### config.mk
export PLATFORM = sky130hd
export DESIGN_NAME = dual_div_timer
export DESIGN_NICKNAME = d
export VERILOG_FILES = /design/src/rtl/dtmr_pkg.sv /design/src/rtl/dtmr_regs.sv /design/src/rtl/dtmr_unit.sv /design/src/rtl/dtmr_outmux.sv /design/src/rtl/dual_div_timer.sv
export SDC_FILE = /design/constraint.sdc
export NUM_CORES = 1
export LEC_CHECK = 0
export BUFFER_PORTS_ARGS = -buffer_cell sky130_fd_sc_hd__buf_2
export CAP_MARGIN = 20
export CORE_ASPECT_RATIO = 0.9
export CORE_UTILIZATION = 30
export DETAILED_ROUTE_END_ITERATION = 10
export SLEW_MARGIN = 20
export SYNTH_ARGS = -nofsm -noshare
export SYNTH_HDL_FRONTEND = slang
export SYNTH_HIERARCHICAL = 1
export SYNTH_SLANG_ARGS = --single-unit
### constraint.sdc
create_clock -name clk_i -period 1.72 [get_ports clk_i]
set_input_delay 0.172 -clock clk_i [delete_from_list [all_inputs] [get_ports clk_i]]
set_output_delay 0.172 -clock clk_i [all_outputs]
set_load 0.03 [all_outputs]
### src/rtl/dtmr_pkg.sv
package dtmr_pkg;
  localparam int unsigned DATA_W = 8;
  localparam int unsigned ADDR_W = 3;
  localparam int unsigned N_TMR  = 2;

  localparam logic [ADDR_W-1:0] A_CTRL = 3'd0;
  localparam logic [ADDR_W-1:0] A_PORT = 3'd5;
  localparam int unsigned PORT_BIT = 5;
  localparam int unsigned CONT_BIT = 0;

  typedef enum logic [1:0] {
    SRC_OFF = 2'b00,
    SRC_T0  = 2'b01,
    SRC_T1  = 2'b10,
    SRC_CLK = 2'b11
  } src_e;

  function automatic logic [ADDR_W-1:0] cnt_addr(input int unsigned i);
    return ADDR_W'(1 + 2 * i);
  endfunction

  function automatic logic [ADDR_W-1:0] pre_addr(input int unsigned i);
    return ADDR_W'(2 + 2 * i);
  endfunction
endpackage

### src/rtl/dtmr_regs.sv
module dtmr_regs
  import dtmr_pkg::*;
#(
  parameter int unsigned CNT_W = 8,
  parameter int unsigned PRE_W = 6
) (
  input  logic                        clk_i,
  input  logic                        rst_ni,
  input  logic                        wr_en_i,
  input  logic [ADDR_W-1:0]           wr_addr_i,
  input  logic [DATA_W-1:0]           wr_data_i,
  output src_e                        sel_o,
  output logic [N_TMR-1:0]            en_o,
  output logic [N_TMR-1:0]            load_o,
  output logic [N_TMR-1:0]            cont_o,
  output logic [N_TMR-1:0][CNT_W-1:0] cnt_rld_o,
  output logic [N_TMR-1:0][PRE_W-1:0] pre_rld_o,
  output logic                        pm_o,
  output logic [DATA_W-1:0]           rd_data_o
);
  localparam int unsigned PRE_LSB = DATA_W - PRE_W;

  logic ctrl_we;
  logic [1:0] sel_q;

  assign ctrl_we = wr_en_i && (wr_addr_i == A_CTRL);

  always_ff @(posedge clk_i or negedge rst_ni) begin
    if (!rst_ni) begin
      sel_q <= 2'b00;
      pm_o  <= 1'b0;
    end else if (wr_en_i) begin
      if (wr_addr_i == A_CTRL) sel_q <= wr_data_i[7:6];
      if (wr_addr_i == A_PORT) pm_o  <= wr_data_i[PORT_BIT];
    end
  end

  assign sel_o = src_e'(sel_q);

  for (genvar g = 0; g < N_TMR; g++) begin : g_tmr
    // load is a write-one strobe, never stored
    assign load_o[g] = ctrl_we && wr_data_i[2*g];

    always_ff @(posedge clk_i or negedge rst_ni) begin
      if (!rst_ni) begin
        en_o[g]      <= 1'b0;
        cont_o[g]    <= 1'b0;
        cnt_rld_o[g] <= '0;
        pre_rld_o[g] <= '0;
      end else if (wr_en_i) begin
        if (wr_addr_i == A_CTRL) en_o[g] <= wr_data_i[2*g+1];
        if (wr_addr_i == cnt_addr(g)) cnt_rld_o[g] <= wr_data_i[CNT_W-1:0];
        if (wr_addr_i == pre_addr(g)) begin
          pre_rld_o[g] <= wr_data_i[DATA_W-1:PRE_LSB];
          cont_o[g]    <= wr_data_i[CONT_BIT];
        end
      end
    end
  end

  always_comb begin
    rd_data_o      = '0;
    rd_data_o[7:6] = sel_q;
    for (int i = 0; i < int'(N_TMR); i++) rd_data_o[2*i+1] = en_o[i];
  end
endmodule

### src/rtl/dtmr_unit.sv
module dtmr_unit #(
  parameter int unsigned CNT_W = 8,
  parameter int unsigned PRE_W = 6
) (
  input  logic             clk_i,
  input  logic             rst_ni,
  input  logic             load_i,
  input  logic             en_i,
  input  logic             cont_i,
  input  logic [CNT_W-1:0] cnt_rld_i,
  input  logic [PRE_W-1:0] pre_rld_i,
  output logic             eoc_o,
  output logic             tgl_o
);
  logic [PRE_W-1:0] pre_q;
  logic [CNT_W-1:0] cnt_q;
  logic             arm_q;
  logic             run;
  logic             tick;
  logic             term;

  // zero wraps to all-ones on decrement, so 0 divides by 2**W
  assign run  = en_i && arm_q;
  assign tick = run && (pre_q == PRE_W'(1));
  assign term = tick && (cnt_q == CNT_W'(1));

  always_ff @(posedge clk_i or negedge rst_ni) begin
    if (!rst_ni) begin
      pre_q <= '0;
      cnt_q <= '0;
      arm_q <= 1'b0;
    end else if (load_i) begin
      pre_q <= pre_rld_i;
      cnt_q <= cnt_rld_i;
      arm_q <= 1'b1;
    end else if (run) begin
      if (tick) begin
        pre_q <= pre_rld_i;
        if (term) begin
          cnt_q <= cnt_rld_i;
          arm_q <= cont_i;
        end else begin
          cnt_q <= cnt_q - CNT_W'(1);
        end
      end else begin
        pre_q <= pre_q - PRE_W'(1);
      end
    end
  end

  always_ff @(posedge clk_i or negedge rst_ni) begin
    if (!rst_ni) begin
      eoc_o <= 1'b0;
      tgl_o <= 1'b0;
    end else begin
      eoc_o <= term && !load_i;
      if (term && !load_i) tgl_o <= !tgl_o;
    end
  end

  AST_LOAD_TAKES_RELOAD: assert property (@(posedge clk_i) disable iff (!rst_ni)
    load_i |=> (cnt_q == $past(cnt_rld_i)) && (pre_q == $past(pre_rld_i)));
  AST_HOLD_WHEN_DISABLED: assert property (@(posedge clk_i) disable iff (!rst_ni)
    (!en_i && !load_i) |=> $stable(cnt_q) && $stable(pre_q));
  AST_TOGGLE_ON_EOC: assert property (@(posedge clk_i) disable iff (!rst_ni)
    eoc_o |-> (tgl_o != $past(tgl_o)));
  AST_TOGGLE_QUIET: assert property (@(posedge clk_i) disable iff (!rst_ni)
    !eoc_o |-> $stable(tgl_o));
endmodule

### src/rtl/dtmr_outmux.sv
module dtmr_outmux
  import dtmr_pkg::*;
(
  input  logic             clk_i,
  input  logic             rst_ni,
  input  src_e             sel_i,
  input  logic             pm_i,
  input  logic [N_TMR-1:0] tgl_i,
  output logic             tout_o,
  output logic             tout_own_o
);
  logic src;

  always_comb begin
    unique case (sel_i)
      SRC_T0:  src = tgl_i[0];
      SRC_T1:  src = tgl_i[1];
      SRC_CLK: src = clk_i;
      default: src = 1'b0;
    endcase
  end

  assign tout_own_o = !pm_i;
  assign tout_o     = tout_own_o && src;

  AST_SEL_OFF_LOW: assert property (@(negedge clk_i) disable iff (!rst_ni)
    (sel_i == SRC_OFF) |-> !tout_o);
  AST_PIN_RELEASED_LOW: assert property (@(negedge clk_i) disable iff (!rst_ni)
    pm_i |-> !tout_o);
endmodule

### src/rtl/dual_div_timer.sv
module dual_div_timer
  import dtmr_pkg::*;
#(
  parameter int unsigned CNT_W = 8,
  parameter int unsigned PRE_W = 6
) (
  input  logic              clk_i,
  input  logic              rst_ni,
  input  logic              wr_en_i,
  input  logic [2:0]        wr_addr_i,
  input  logic [7:0]        wr_data_i,
  output logic [7:0]        rd_data_o,
  output logic              tout_o,
  output logic              tout_own_o,
  output logic [1:0]        eoc_o
);
  src_e                        sel;
  logic                        pm;
  logic [N_TMR-1:0]            en, load, cont, tgl;
  logic [N_TMR-1:0][CNT_W-1:0] cnt_rld;
  logic [N_TMR-1:0][PRE_W-1:0] pre_rld;

  dtmr_regs #(.CNT_W(CNT_W), .PRE_W(PRE_W)) u_regs (
    .clk_i     (clk_i),
    .rst_ni    (rst_ni),
    .wr_en_i   (wr_en_i),
    .wr_addr_i (wr_addr_i),
    .wr_data_i (wr_data_i),
    .sel_o     (sel),
    .en_o      (en),
    .load_o    (load),
    .cont_o    (cont),
    .cnt_rld_o (cnt_rld),
    .pre_rld_o (pre_rld),
    .pm_o      (pm),
    .rd_data_o (rd_data_o)
  );

  for (genvar g = 0; g < N_TMR; g++) begin : g_unit
    dtmr_unit #(.CNT_W(CNT_W), .PRE_W(PRE_W)) u_unit (
      .clk_i     (clk_i),
      .rst_ni    (rst_ni),
      .load_i    (load[g]),
      .en_i      (en[g]),
      .cont_i    (cont[g]),
      .cnt_rld_i (cnt_rld[g]),
      .pre_rld_i (pre_rld[g]),
      .eoc_o     (eoc_o[g]),
      .tgl_o     (tgl[g])
    );
  end

  dtmr_outmux u_mux (
    .clk_i      (clk_i),
    .rst_ni     (rst_ni),
    .sel_i      (sel),
    .pm_i       (pm),
    .tgl_i      (tgl),
    .tout_o     (tout_o),
    .tout_own_o (tout_own_o)
  );
endmodule

Word-level counts from Yosys, hierarchy flattened
Cells that the tools add are included.
{ "totals": {"input_bits": 14, "register_bits": 69, "elab_cells": 93} }
{ "classes": {"reduce_logical": 34, "n_addsub": 4, "n_eq_ne": 12, "n_mux": 23} }
{ "op_table": {"columns": ["cell", "n"], "rows": [
  ["8-bit 2-to-1 mux", 8],
  ["6-bit 2-to-1 mux", 6],
  ["8-bit by 1-bit equality test with 1-bit output (second input constant)", 2],
  ["2-bit AND reduction", 8],
  ["8-bit by 1-bit subtractor with 8-bit output (second input constant)", 2],
  ["6-bit by 1-bit equality test with 1-bit output (second input constant)", 2],
  ["1-bit logical AND", 12],
  ["2-bit nonzero test", 6],
  ["6-bit by 1-bit subtractor with 6-bit output (second input constant)", 2],
  ["1-bit 2-to-1 mux", 8],
  ["3-bit by 2-bit equality test with 1-bit output (second input constant)", 2],
  ["3-bit equality test (second input constant)", 2],
  ["3-bit AND reduction", 2],
  ["1-bit logical NOT", 5],
  ["2-bit equality test (second input constant)", 2],
  ["3-bit by 1-bit equality test with 1-bit output (second input constant)", 1],
  ["3-bit logical NOT", 1],
  ["1-bit case mux with 3 select lines", 1],
  ["2-bit by 1-bit equality test with 1-bit output (second input constant)", 1]
]} }

Depth between registers and ports, before layout
Gate-level depths: netlist of run 1.
{ "logic_depth": {"ltp_word": 7, "mapped_depth": 7, "ltp_nobuf": 6} }

Cells and area by module
Netlist of run 1, hierarchy kept.
{ "by_module_without_submodules": {"columns": ["mod", "seq_area_each_um2", "n_inst", "area_each_um2", "cells_each"], "rows": [
  ["dtmr_unit", 425.4, 2, 1117.3, 121],
  ["dtmr_regs", 875.8, 1, 1478.9, 90],
  ["dtmr_outmux", 0.0, 1, 31.3, 4]
]} }

==> flow_summary_export.csv, run 1 <==
group,metric,value,unit
global_routing,antenna_found_initial,0,
synth,ys_warn_count,6,
setup_path,required,2.08,ns
power,pwr-share-seq,0.358,
global_routing,grt_remaining_overflow,0,
route,vias,3037,
floorplanning,die_w,120,um
run_status,status,"finished with violations",
global_routing,grt_pass1_vias,3108,
finish,nFillCells,1145,
setup_path,rr_endpoint,"g_unit[0].u_unit/cnt_q[4]",
floorplanning,core_area,0.0121,mm^2
finish,final_cell_count_no_fill,575,
setup_path,cp_max_fo,5,
sta,hold-worst-slack,0.0276,ns
setup_path,r2r_cells,6,
synth,synth_ff_type,"dfrtp_1",
global_routing,grt_max_degree,70,
power,clkPwrFrac,0.358,
power,p_sw_frac,0.323,
finish,n_antenna_cell,0,
power,vdd_ir_drop_max,0.930,mV
sta,final-setup-viol-count,1,
setup_path,rrSetupSlack,-0.00008,ns
floorplanning,initial_utilization,0.309,
min_path,hold_depth,2,
setup_path,critical_path_buf_inv_count,1,
route,wirelength,9860,um
floorplanning,die_area,0.0129,mm^2
power,internal_power,4840,uW
floorplanning,io_pins,26,
run_status,violations,"negative setup slack",
clocking,clk_pin_slew_worst_paths,0.06,ns
route,drc,0,
placement,place_hpwl,6890,um
synth,synth-async-reset-ratio,1.00,
global_routing,grt_pass1_wl,16200,um
setup_path,critPathTopFamily,"simple AND/OR/NAND/NOR gates",
setup_path,crit_arrival,2.08,ns
finish,final_util,0.412,
route,drtIter0Drc,144,
route,dr.pass1.iters,4,
setup_path,cp_slowest_cell,"dfrtp_1",
power,combPwrFrac,0.284,
clocking,cts_tree,"yes",
sta,fmax,581,MHz
synth,synth-adder-area-share,0.0267,
min_path,hold_class,"input pin to flop",
setup_path,reg2reg_from,"g_unit[0].u_unit/pre_q[1]",
setup_path,path_cells,"inv_2 > ha_4 > and4b_2 > nand4_1 > or3_1 > a31oi_1",
setup_path,max_stage_delay,0.38,ns
synth,synth_top_family_by_area,"simple AND/OR/NAND/NOR gates",
synth,netlist_area,0.00374,mm^2
setup_path,start_kind,"flop",
clocking,clk_latency,0.45,ns
sta,slew_viol_final,0,
power,cellPowerDensity,1430,mW/mm^2
global_routing,grt_util_all_layers,0.164,
finish,layout-drive-gt1-share,0.381,
flow_run,drv_cap,0,
finish,final_nets,432,
finish,area_growth,33.5,%
synth,synth_cells,336,
placement,place_congestion,0.888,
sta,finalHoldViolations,0,
sta,min_period_over_period,1.00,
synth,synth_compound_area_frac,0.158,
sta,fin_skew,0.00812,ns
power,p_switching,2310,uW
placement,dp.cells,542,
synth,synth_cell_types,59,
min_path,worstHoldEndpoint,"u_regs/pre_rld_o[2]",
sta,rsz0062_at_grt,"yes",
power,power,7160,uW
synth,synth_area_per_cell,11.1,um^2
setup_path,worstSetupPathType,"flop to flop",
power,leakagePower,0.00211,uW
finish,final_cell_mix,"68 x dfrtp_1, 51 x buf_4, 21 x buf_2, 18 x nand2_1, 17 x mux2_1",
sta,fin_ws,-0.0000839,ns
synth,synth-simple-area-share,0.183,
setup_path,end_kind,"flop",
min_path,min_from,"wr_data_i[4]",
synth,synth-edff-count,0,
sta,setup_tns,-0.0000839,ns
synth,muxShareOfSynthArea,0.120,
floorplanning,chipHeight,108,um
synth,yosys.area_share.xor_xnor,0.00468,
finish,layout_commonest_cell,"dfrtp_1",
route,wl_per_cell,17.1,um
floorplanning,rows,38,
synth,ys_seq_area_frac,0.461,
route,antenna_left,0,
synth,synth_seq_cells,69,
route,viasPerCell,5.28,
sta,finalCriticalPeriod,1.72,ns
placement,portBuffers,21,
[layer usage]
metal	global-route usage	routed length, um
met5	0	0
met2	0.245	4460
met3	0.0338	488
met4	0.0598	109
met1	0.233	4800
[final cells by class]
| cell class | instances | area [um^2] | share of cell area |
|---|---|---|---|
| Clock buffer | 13 | 305 | 0.0611 |
| Clock inverter | 7 | 123 | 0.0245 |
| Inverter | 17 | 63.8 | 0.0128 |
| Timing Repair Buffer | 73 | 513 | 0.103 |
| Sequential cell | 69 | 1730 | 0.346 |
| Multi-Input combinational cell | 236 | 2070 | 0.413 |
| Tap cell | 160 | 200 | 0.0400 |
[state kept, by name, summed over array words and instances (netlist names)]
signal	cells
g_unit.u_unit/eoc_o	2
u_regs/cnt_rld_o	16
u_regs/en_o	2
u_regs/sel_o	2
g_unit.u_unit/pre_q	12
u_regs/pre_rld_o	12
g_unit.u_unit/arm_q	2
g_unit.u_unit/cnt_q	16
g_unit.u_unit/tgl_o	2
u_regs/cont_o	2
u_regs/pm_o	1
[cells by family (layout without fill, tap and decap cells)]
group / Yosys count / count (layout)
DFF: 69 / 69
xor gates and xnor gates: 2 / 2
AOI/OAI and AO/OA: 80 / 80
adders and majority gates: 8 / 8
and+or+nand+nor: 104 / 104
buffers and inverters: 34 / 110
other: 1 / 4
muxes: 38 / 38
[cell usage after synthesis, types with 4 or more instances]
cell type / count / share of area
mux2_1: 17 / 0.051
ha_1: 8 / 0.027
a211oi_1: 4 / 0.0080
and2_1: 4 / 0.0067
mux2_4: 7 / 0.028
o21ai_1: 16 / 0.021
nor3b_1: 4 / 0.0080
buf_2: 4 / 0.0053
nor3_1: 6 / 0.0080
inv_1: 17 / 0.017
buf_4: 8 / 0.016
a21oi_1: 11 / 0.015
nand4_1: 6 / 0.010
nor2b_1: 4 / 0.0067
dfrtp_1: 69 / 0.46
o311ai_1: 4 / 0.0094
o21ai_0: 4 / 0.0053
o211ai_1: 4 / 0.0080
clkbuf_1: 4 / 0.0040
nor2_1: 14 / 0.014
a22oi_1: 4 / 0.0080
nand3_1: 8 / 0.011
a31oi_1: 4 / 0.0067
mux2_2: 11 / 0.033
or3_1: 6 / 0.010
nand2_1: 22 / 0.022
o2bb2ai_1: 4 / 0.0094
[worst max-delay path by stage]
| stage | start | endpoint | slack (ns) | cells after the start |
|---|---|---|---|---|
| 6_report | g_unit[0].u_unit/pre_q[1] | g_unit[0].u_unit/cnt_q[4] | -0.00008 | 6 |
| 5_1_grt | g_unit[0].u_unit/pre_q[1] | g_unit[0].u_unit/cnt_q[4] | -0.09 | 6 |
| 4_1_cts | g_unit[1].u_unit/cnt_q[1] | g_unit[1].u_unit/cnt_q[4] | 0.00001 | 7 |
| 3_5_place_dp | g_unit[0].u_unit/pre_q[1] | g_unit[0].u_unit/cnt_q[6] | -0.10 | 6 |
| 3_3_place_gp | g_unit[0].u_unit/pre_q[1] | g_unit[0].u_unit/cnt_q[6] | -0.07 | 6 |
| 2_1_floorplan | g_unit[0].u_unit/pre_q[1] | g_unit[0].u_unit/cnt_q[6] | 0.1 | 7 |
[through the flow]
step                      cell area (um^2)  setup WS (ns)
after global routing                  5000        -0.0879
final                                 5000     -0.0000839
after CTS                             4730     0.00000955
after global placement                4260        -0.0705
after floorplan                       3760         0.0985
after detailed placement              4260         -0.104
[power groups by stage]
stage	registers, uW	logic (uW)	clock network, uW
2_1_floorplan	2440	1150	39.5
3_3_place_gp	2520	1680	46.1
3_5_place_dp	2540	1720	46.1
4_1_cts	2520	1760	2600
5_1_grt	2630	2250	2690
6_report	2560	2030	2560
[repair_timing]
item / CTS / global route
hold endpoints to repair: 69 / 0
resized for setup: 10 / 37
endpoints found under the setup margin: 14 / 18
pin swaps: 1 / 13
hold buffers: 1 / 0
setup buffers: 0 / 13
(Power assumes the default switching activity.)
==> run 2, diff against run 1 <==
- CTS_BUF_LIST: default -> sky130_fd_sc_hd__clkbuf_4
==> flow_summary_export.csv, run 2 (synthesized netlist as in run 1, its figures left out) <==
group,metric,value,unit
run_status,status,"finished with violations",
run_status,violations,"negative setup slack",
power,power,6170,uW
sta,finalCriticalPeriod,1.78,ns
finish,seq_area,0.00173,mm^2
sta,final-setup-viol-count,2,
setup_path,critical_path_buf_inv_count,1,
setup_path,required,2.18,ns
setup_path,max_stage_delay,0.41,ns
route,antenna_left,0,
flow_run,drv_cap,0,
sta,min_period_over_period,1.03,
setup_path,worstSetupPathType,"flop to flop",
route,wl_per_cell,17.1,um
global_routing,grt_util_all_layers,0.164,
power,clkPwrFrac,0.250,
floorplanning,die_w,120,um
finish,n_antenna_cell,0,
route,vias,3053,
clocking,clk_latency,0.55,ns
floorplanning,io_pins,26,
route,dr.pass1.iters,5,
placement,place_ws,-0.104,ns
setup_path,end_kind,"flop",
floorplanning,die_area,0.0129,mm^2
power,pwr-share-seq,0.417,
global_routing,grt_pass1_vias,3104,
finish,multi_input_area,0.00205,mm^2
floorplanning,initial_utilization,0.309,
floorplanning,rows,38,
clocking,cts_tree,"yes",
finish,final_cell_mix,"66 x dfrtp_1, 54 x buf_4, 20 x buf_2, 18 x nand2_1, 17 x mux2_1",
global_routing,antenna_found_initial,0,
floorplanning,chipHeight,108,um
sta,fmax,562,MHz
sta,slew_headroom,0.551,
sta,finalHoldViolations,0,
power,leakagePower,0.00205,uW
global_routing,grt_pass1_wl,16200,um
finish,final_nets,442,
placement,portBuffers,21,
power,p_sw_frac,0.356,
setup_path,cp_slowest_cell,"dfrtp_1",
finish,reg.largest.list,"g_unit.u_unit/cnt_q: 16 flops, u_regs/cnt_rld_o: 16 flops",
min_path,hold_class,"input pin to flop",
sta,tightestPinTransition,0.669,ns
global_routing,grt_remaining_overflow,0,
setup_path,start_kind,"flop",
sta,fin_skew,0.0186,ns
finish,final_area,0.00488,mm^2
route,wirelength,9990,um
finish,nFillCells,1169,
sta,fin_ws,-0.0593,ns
global_routing,grt_max_degree,70,
route,drc,0,
setup_path,crit_arrival,2.24,ns
sta,rsz0062_at_grt,"yes",
setup_path,critPathTopFamily,"simple AND/OR/NAND/NOR gates",
power,vdd_ir_drop_max,0.698,mV
setup_path,cp_max_fo,5,
power,p_switching,2190,uW
sta,slew_viol_final,0,
power,combPwrFrac,0.334,
floorplanning,core_area,0.0121,mm^2
setup_path,path_cells,"inv_2 > ha_4 > and4b_2 > nand4_1 > or3_1 > a31oi_1",
route,viasPerCell,5.22,
route,drtIter0Drc,172,
power,internal_power,3970,uW
placement,placed_cell_area,0.00426,mm^2
placement,place_hpwl,6890,um
placement,place_congestion,0.888,
clocking,clk_pin_slew_worst_paths,0.12,ns
finish,layout_commonest_cell,"dfrtp_1",
power,cellPowerDensity,1260,mW/mm^2
sta,setup_tns,-0.109,ns
finish,area_growth,30.2,%
finish,layout-drive-gt1-share,0.391,
-- run 2: cell types whose count changed in the layout (fill, tap and decap cells not counted), moves of 3 or more --
cell           delta
buf_4             +3
clkbuf_16        -12
clkbuf_4         +12
dlygate4sd3_1     +8
-- run 2: area by class of cell --
type / instances / area share
multi-input cells: 236 / 0.421
flip-flops and latches: 69 / 0.355
repair buffers: 83 / 0.125
well taps: 160 / 0.0411
clock inverters: 7 / 0.0251
clock buffers: 13 / 0.0200
inverters: 17 / 0.0131
-- run 2: worst paths after layout --
| path | startpoint | to | slack, ns | cells after the start |
|---|---|---|---|---|
| max | g_unit[0].u_unit/pre_q[1] | g_unit[0].u_unit/cnt_q[4] | -0.06 | 6 |
| min | wr_addr_i[2] | u_regs/pm_o | 0.12 | 3 |
| max reg2reg | g_unit[0].u_unit/pre_q[1] | g_unit[0].u_unit/cnt_q[4] | -0.06 | 6 |
| min reg2reg | g_unit[0].u_unit/tgl_o | g_unit[0].u_unit/tgl_o | 0.48 | 1 |
| max in group asynchronous | rst_ni | g_unit[0].u_unit/pre_q[2] | 1.24 | 3 |
| min in group asynchronous | rst_ni | u_regs/cnt_rld_o[9] | 0.16 | 3 |
-- run 2: stage by stage --
step                cells   util  hold WS, ns
floorplan             339      -       -0.124
global placement      542  0.351        0.223
detailed placement    542  0.351        0.229
CTS                   571  0.380       0.0789
global route          585  0.402       0.0762
finish                585  0.402        0.118
-- run 2: power groups by stage --
stage	registers [uW]	clock network (uW)	logic, uW
4_1_cts	2510	1580	1770
6_report	2570	1540	2060
3_3_place_gp	2520	46.1	1680
3_5_place_dp	2540	46.1	1720
2_1_floorplan	2440	39.5	1150
5_1_grt	2630	1680	2260
-- run 2: per-layer routing --
metal	vias up	share of wire	wire (um)	GRT usage
met5	-	0	0	0
met4	0	0.0083	83	0.0473
met2	94	0.46	4590	0.244
met1	1528	0.48	4830	0.233
li1	1423	-	-	-
met3	8	0.048	484	0.0438
-- run 2: worst min-delay path, stage by stage --
cell	delay [ns]
buf_2	0.14
nand4b_1	0.15
mux2_2	0.16
-- run 2: timing repair --
item	CTS	global route
hold buffers	9	0
gates resized for setup	13	38
buffers inserted	1	14
hold endpoints to repair	104	0
setup endpoints to repair	14	22
pin swaps	2	13
